===== src/rtl/absdet_pkg.sv =====
package absdet_pkg;
  localparam int unsigned ABSDET_SAMPLE_W_DEF = 4;

  typedef enum logic {
    STAGE_COMB = 1'b0,
    STAGE_REG  = 1'b1
  } absdet_stage_e;
endpackage


===== src/rtl/absdet_magnitude.sv =====
module absdet_magnitude #(
  parameter int unsigned SAMPLE_W = 4
) (
  input  logic [SAMPLE_W-1:0] sample,
  output logic [SAMPLE_W-2:0] mag,
  output logic                mag_ovf
);
  localparam int unsigned MAG_W = SAMPLE_W - 1;

  logic             sign;
  logic [MAG_W-1:0] low;
  logic [MAG_W-1:0] inv;
  logic [MAG_W-1:0] neg_sum;
  logic [MAG_W:0]   carry;

  assign sign     = sample[SAMPLE_W-1];
  assign low      = sample[MAG_W-1:0];
  assign inv      = ~low;
  assign carry[0] = 1'b1;

  // increment of the inverted field: one half-adder per bit
  for (genvar i = 0; i < MAG_W; i++) begin : g_half_add
    assign neg_sum[i]  = inv[i] ^ carry[i];
    assign carry[i+1]  = inv[i] & carry[i];
  end

  assign mag     = sign ? neg_sum : low;
  assign mag_ovf = sign & carry[MAG_W];

  logic [MAG_W-1:0] wrap_chk;
  always_comb begin
    wrap_chk = mag + low;
    if (sign) begin
      AST_NEG_WRAPS: assert (wrap_chk == '0);
    end
    AST_OVF_ONLY_MIN: assert (!mag_ovf || (sign && low == '0));
  end
endmodule


===== src/rtl/absdet_ripple_cmp.sv =====
module absdet_ripple_cmp #(
  parameter int unsigned W = 3
) (
  input  logic [W-1:0] mag,
  input  logic [W-1:0] thr,
  output logic         gt
);
  logic [W:0] chain;
  assign chain[0] = 1'b0;

  // bit 0 is resolved first; each stage above overrides it when bits differ
  for (genvar i = 0; i < W; i++) begin : g_stage
    assign chain[i+1] = (mag[i] & ~thr[i]) | (~(mag[i] ^ thr[i]) & chain[i]);
  end

  assign gt = chain[W];

  always_comb begin
    AST_CMP_MATCH: assert (gt == (mag > thr));
  end
endmodule


===== src/rtl/absdet_top.sv =====
module absdet_top
  import absdet_pkg::*;
#(
  parameter int unsigned   SAMPLE_W = ABSDET_SAMPLE_W_DEF,
  parameter absdet_stage_e STAGE    = STAGE_REG
) (
  input  logic                clk,
  input  logic                rst,
  input  logic                valid_in,
  input  logic [SAMPLE_W-1:0] sample_in,
  input  logic [SAMPLE_W-2:0] thresh_in,
  output logic                valid_out,
  output logic                over_out
);
  localparam int unsigned THR_W = SAMPLE_W - 1;

  logic [THR_W-1:0] mag;
  logic             mag_ovf;
  logic             cmp_gt;
  logic             over_c;

  absdet_magnitude #(.SAMPLE_W(SAMPLE_W)) u_mag (
    .sample (sample_in),
    .mag    (mag),
    .mag_ovf(mag_ovf)
  );

  absdet_ripple_cmp #(.W(THR_W)) u_cmp (
    .mag(mag),
    .thr(thresh_in),
    .gt (cmp_gt)
  );

  assign over_c = mag_ovf | cmp_gt;

  if (STAGE == STAGE_REG) begin : g_reg
    logic over_q;
    logic valid_q;

    always_ff @(posedge clk) begin
      if (rst) begin
        over_q  <= 1'b0;
        valid_q <= 1'b0;
      end else begin
        valid_q <= valid_in;
        if (valid_in) over_q <= over_c;
      end
    end

    assign over_out  = over_q;
    assign valid_out = valid_q;

    AST_VALID_LATENCY: assert property (@(posedge clk) disable iff (rst)
      valid_in |=> valid_out);
    AST_IDLE_NO_VALID: assert property (@(posedge clk) disable iff (rst)
      !valid_in |=> !valid_out);
    AST_IDLE_HOLD: assert property (@(posedge clk) disable iff (rst)
      !valid_in |=> $stable(over_out));
    AST_MIN_FLAGS: assert property (@(posedge clk) disable iff (rst)
      (valid_in && sample_in == {1'b1, {THR_W{1'b0}}}) |=> over_out);
    AST_RESET_CLEARS: assert property (@(posedge clk)
      rst |=> (!valid_out && !over_out));
  end else begin : g_comb
    assign over_out  = over_c;
    assign valid_out = valid_in;
  end
endmodule


===== config.mk =====
export PLATFORM = sky130hd
export DESIGN_NAME = absdet_top
export DESIGN_NICKNAME = d
export VERILOG_FILES = /design/src/rtl/absdet_pkg.sv /design/src/rtl/absdet_magnitude.sv /design/src/rtl/absdet_ripple_cmp.sv /design/src/rtl/absdet_top.sv
export SDC_FILE = /design/constraint.sdc
export NUM_CORES = 1
export LEC_CHECK = 0
export CAP_MARGIN = 10
export CORE_AREA = 2 2 39 41
export DETAILED_ROUTE_END_ITERATION = 16
export DIE_AREA = 0 0 41 43
export MAX_ROUTING_LAYER = met4
export SYNTH_ARGS = -nofsm -noshare
export SYNTH_HDL_FRONTEND = slang
export SYNTH_SLANG_ARGS = --single-unit

===== constraint.sdc =====
create_clock -name clk -period 2.05 [get_ports clk]
set_input_delay 0.41 -clock clk [delete_from_list [all_inputs] [get_ports clk]]
set_output_delay 0.41 -clock clk [all_outputs]
set_load 0.02 [all_outputs]

Yosys cells after proc, flatten, opt, wreduce, memory -nomap -nowiden --
Index checks and enable logic that the tools add are counted.
Word-level totals: bits in registers 2, output and inout bits 2, word-level logic and storage cells 25
Operators by class: mux-type cells 1, bitwise operators 22
Operator list (count):
- $and A1 B1 Y1 | 8
- $not A1 Y1 | 6
- $xor A1 B1 Y1 | 4
- $mux W3 | 1
- $not A3 Y3 | 1
- $or A1 B1 Y1 | 3

Logic depth before layout (Yosys ltp) --
word-level depth 11, mapped depth 8

Hierarchy --
Synthesis repeated with hierarchy kept, for this count alone.
Unflattened totals: cells, all modules 22, area, all modules 185.2 sq um
Modules (own cells, without submodules):
- absdet_magnitude | times used 1, cells each 9, area an instance 73.8 sq um, seq. area each 0.0 sq um
- absdet_top | times used 1, cells each 6, area an instance 61.3 sq um, seq. area each 40.0 sq um
- absdet_ripple_cmp | times used 1, cells each 7, area an instance 50.0 sq um, seq. area each 0.0 sq um

Least setup slack after synthesis --
OpenSTA, ideal clock, no wires.
path kind input-to-reg, from in sample_in[0], to reg g_reg.over_q, in the netlist over_out, library setup time 88 ps, data arrival time 1624 ps, required time 1962 ps, setup slack 338 ps, stages 8, path through inv_1 -> ha_1 -> ha_1 -> nand2_1 -> o21ai_0 -> ha_1 -> nand4b_1 -> a311oi_2
Between the ends: word-level cells in the longest chain between the ends 10
Ends and longest elaborated chain:
- from (decl) | line absdet_top.sv:10 | input logic [SAMPLE_W-1:0] sample_in,
- $not A3 Y3 | line absdet_magnitude.sv:18 | assign inv = ~low;
- $xor A1 B1 Y1 | line absdet_magnitude.sv:23 | assign neg_sum[i] = inv[i] ^ carry[i];
- $mux W3 | line absdet_magnitude.sv:27 | assign mag = sign ? neg_sum : low;
- $xor A1 B1 Y1 | line absdet_ripple_cmp.sv:13 | assign chain[i+1] = (mag[i] & ~thr[i]) | (~(mag[i] ^ thr[i]) & chain[i]);
- $not A1 Y1 | line absdet_ripple_cmp.sv:13
- $and A1 B1 Y1 | line absdet_ripple_cmp.sv:13
- $or A1 B1 Y1 | line absdet_ripple_cmp.sv:13
- $and A1 B1 Y1 | line absdet_ripple_cmp.sv:13
- $or A1 B1 Y1 | line absdet_ripple_cmp.sv:13
- $or A1 B1 Y1 * | line absdet_top.sv:34 | assign over_c = mag_ovf | cmp_gt;
- to (signal assigned) | line absdet_top.sv:46 | if (valid_in) over_q <= over_c;
- to (decl) | line absdet_top.sv:37 | logic over_q;
Mark *: on every way between the ends. The rest lies on a longest branch, timed or not. A chain may end at the register's enable or synchronous reset.

Worst setup path after layout --
from in sample_in[2], to reg g_reg.over_q, in the netlist over_out
Between the ends: word-level cells in the longest chain between the ends 8
Ends and longest elaborated chain (line):
- $not A3 Y3 | absdet_magnitude.sv:18
- $xor A1 B1 Y1 | absdet_magnitude.sv:23
- $mux W3 | absdet_magnitude.sv:27
- $xor A1 B1 Y1 | absdet_ripple_cmp.sv:13
- $not A1 Y1 | absdet_ripple_cmp.sv:13
- $and A1 B1 Y1 | absdet_ripple_cmp.sv:13
- $or A1 B1 Y1 | absdet_ripple_cmp.sv:13
- $or A1 B1 Y1 * | absdet_top.sv:34
Marked as above.

==> out/qor.csv <==
stage;metric;value;unit
floorplanning;Initial Utilization;12.6;%
cts;Clk Latency, worst-skew pair;220;ps
global_routing;antenna violations before repair;0;
worst_setup_path;CP Launch Type;input pin;
worst_setup_path;Reg2Reg Capture Point;over_out$_SDFFE_PP0P_;
timing;Setup Viol. Count Final;0;
worst_hold_path;Hold Path End;over_out$_SDFFE_PP0P_;
floorplanning;Rows;14;
global_routing;first-pass GRT wire length;627;µm
cts;Root Buffer;clkbuf_4;
worst_setup_path;critical path arrival;1930;ps
cts;Hold-fix buffers, CTS;0;
timing;fmax;557;MHz
detailed_routing;via count;186;
yosys;synth warn;0;
worst_hold_path;WHS Path Cells;2;
cts;Clock Pin Slew Worst Setup and Hold Paths;30;ps
worst_setup_path;crit-path cells;clkdlybuf4s50_1, inv_1, ha_4, nand2_1, o21ai_1, ha_1, nand4b_1, a311oi_2;
cts;setup repair bufs after CTS;0;
yosys;Synthesized Nets;35;
global_routing;routing usage on met1;5.41;%
power;Total Power;186;µW
yosys;Synth top area share;28.8;%
yosys;sequential area share after synthesis;23.0;%
cts;CTS Buf Count;3;
worst_hold_path;Hold Path Origin;over_out$_SDFFE_PP0P_;
yosys;largest cells by area after synthesis;ha_1 29%, dfxtp_1 23%, inv_1 11%;
detailed_routing;ANT nets after route;0;
final_layout;Final #Nets;51;
final_layout;diode count;0;
placement;Post-DP HPWL;289;µm
cts;Max Root-Sink Buffers;2;
detailed_routing;Starting DRT DRC Count;0;
detailed_routing;DRT Pass-1 Iters;1;
worst_setup_path;CP endpoint kind;flop;
power;Pleak;0.000167;µW
worst_setup_path;Worst EP required;2190;ps
global_routing;GR peak layer;met4;
worst_setup_path;r2r setup slk;1390;ps
timing;Final Critical Period;1800;ps
timing;RSZ-0062 raised after global routing;false;
worst_setup_path;Worst Reg-to-Reg Cells;2;
worst_setup_path;CP max stage cell;clkdlybuf4s50_1;
detailed_routing;WL/cell;8.22;µm
global_routing;met2 global-route usage;7.19;%
final_layout;ratio of cells with drive above 1 in the final layout;22.9;%
cts;Clock Sinks;2;
worst_setup_path;max incr delay on CP;450;ps
power;power per cell area;513;mW/mm²
global_routing;GR Util met3;3.14;%
timing;Worst Tran Pin Value;211;ps
cts;CTS tree;built;
yosys;mapped cell area;174;µm²
timing;final clock skew;0;ps
floorplanning;Die Width;41;µm
global_routing;grt ovf;0;
worst_setup_path;RR Startpoint;over_out$_SDFFE_PP0P_;
global_routing;vias in the first global route;180;
run_status;status;complete, no violations;
final_layout;P&R area growth vs syn;108;%
power;VDD IR max;0.121;mV
floorplanning;Die ar.;0.00176;mm²
detailed_routing;final wirelength;419;µm
timing;Slew headroom;85.9;%
global_routing;largest net degree at the start of global routing;6;
cts;H-tree Lvls;1;
yosys;flops & latches, synth;2;
global_routing;GR Util All Layers;5.95;%
run;max cap viols;0;
worst_hold_path;Hold Path Class;reg -> reg;
timing;Slew Limit Fails;0;
detailed_routing;DRC viols;0;
floorplanning;Die Span Y;43;µm
timing;Final Cycle Share;87.6;%
timing;Fin Hold WS;531;ps
placement;I/O Buffers;11;
placement;gpl congestion;0.603;
floorplanning;Core Area;0.00138;mm²
worst_setup_path;Worst Path Max Fanout;2;
yosys;syn_area_per_cell;8.28;µm²
detailed_routing;via/cell ratio;3.65;
floorplanning;I/O Pins;12;
yosys;Synth area leader;ha_1;
yosys;Yosys cell types;10;
worst_setup_path;Crit Path Category;in -> reg;
timing;Hold Fails Final Rpt;0;
yosys;cell count after synthesis;21;
[area by class of cell]
| class | instances | area [µm²] |
|---|---|---|
| multi-input combinational | 14 | 145 |
| clock buffer | 3 | 22.5 |
| sequential | 2 | 40.0 |
| inverter | 5 | 18.8 |
| fill | 153 | 1020 |
| timing repair buffer | 11 | 115 |
| tap | 16 | 20.0 |
[cell usage in the layout, fill, tap and decap left out]
master	instances
nor2b_1	2
o21ai_0	1
clkbuf_4	3
clkdlybuf4s50_1	9
ha_4	2
ha_1	2
nand2_1	2
inv_2	1
a311oi_2	1
a22oi_2	1
inv_1	4
dfxtp_1	2
nand4b_1	1
dlymetal6s2s_1	2
nor2_1	1
o21ai_1	1
[timing repair]
action | CTS | global route
endpoints found under the setup margin | 1 | 1
hold endpoints to repair | 0 | 0
pin swaps | 3 | 4
resized for setup | 0 | 8
[layer usage]
| metal | vias to the layer above | wire length (µm) |
|---|---|---|
| met5 | - | 0 |
| met4 | 0 | 0 |
| met3 | 0 | 49 |
| met2 | 10 | 187 |
| met1 | 77 | 181 |
| li1 | 99 | - |
[synth_stat cells]
cell type / n
nand4b_1: 1
a22oi_1: 1
o21ai_0: 2
a311oi_2: 1
nor2_1: 1
dfxtp_1: 2
ha_1: 4
nor2b_1: 2
nand2_1: 2
inv_1: 5
[per-stage QoR]
stage / setup WS [ps] / util [%] / TNS [ps] / cell area, µm² / std cells
global placement: -229 / 22.0 / -229 / 304 / 48
floorplan: 338 / - / 0 / 174 / 21
finish: 253 / 26.1 / 0 / 362 / 51
detailed placement: -239 / 22.0 / -239 / 304 / 48
global route: 163 / 26.1 / 0 / 362 / 51
CTS: 15.6 / 23.6 / 0 / 327 / 51
[registers in the layout (all words and copies together), names as in the netlist]
signal / flops
over_out: 1
valid_out: 1
[power by group]
group | switching, µW | internal (µW) | total (µW) | leakage [µW]
registers | 0.967 | 42.0 | 42.9 | 0.0000166
clock network | 21.8 | 64.5 | 86.3 | 0.0000138
logic | 23.3 | 33.1 | 56.4 | 0.000137
[cell families (layout without fill, tap and decap cells)]
logic type / Yosys count / count (layout) / synth area share (%)
and+or+nand+nor: 6 / 6 / 18.7
buffers and inverters: 5 / 19 / 10.8
adders and majority gates: 4 / 4 / 28.8
AOI/OAI and AO/OA: 4 / 4 / 18.7
DFF: 2 / 2 / 23.0
[worst max path at each step]
stage | start | to | cells past startpoint
final | sample_in[2] | over_out$_SDFFE_PP0P_ | 8
after CTS | sample_in[0] | over_out$_SDFFE_PP0P_ | 9
after global routing | sample_in[2] | over_out$_SDFFE_PP0P_ | 8
after global placement | sample_in[0] | over_out$_SDFFE_PP0P_ | 9
after floorplan | sample_in[0] | over_out$_SDFFE_PP0P_ | 8
after detailed placement | sample_in[0] | over_out$_SDFFE_PP0P_ | 9
[worst max-delay path, delay by kind of cell]
kind                       cells  cell delay [ps]
buffers and inverters          2              520
AOI/OAI and AO/OA              2              320
and+or+nand+nor                2              170
adders and majority gates      2              520
Note: power is estimated with default switching activity, not from simulation.
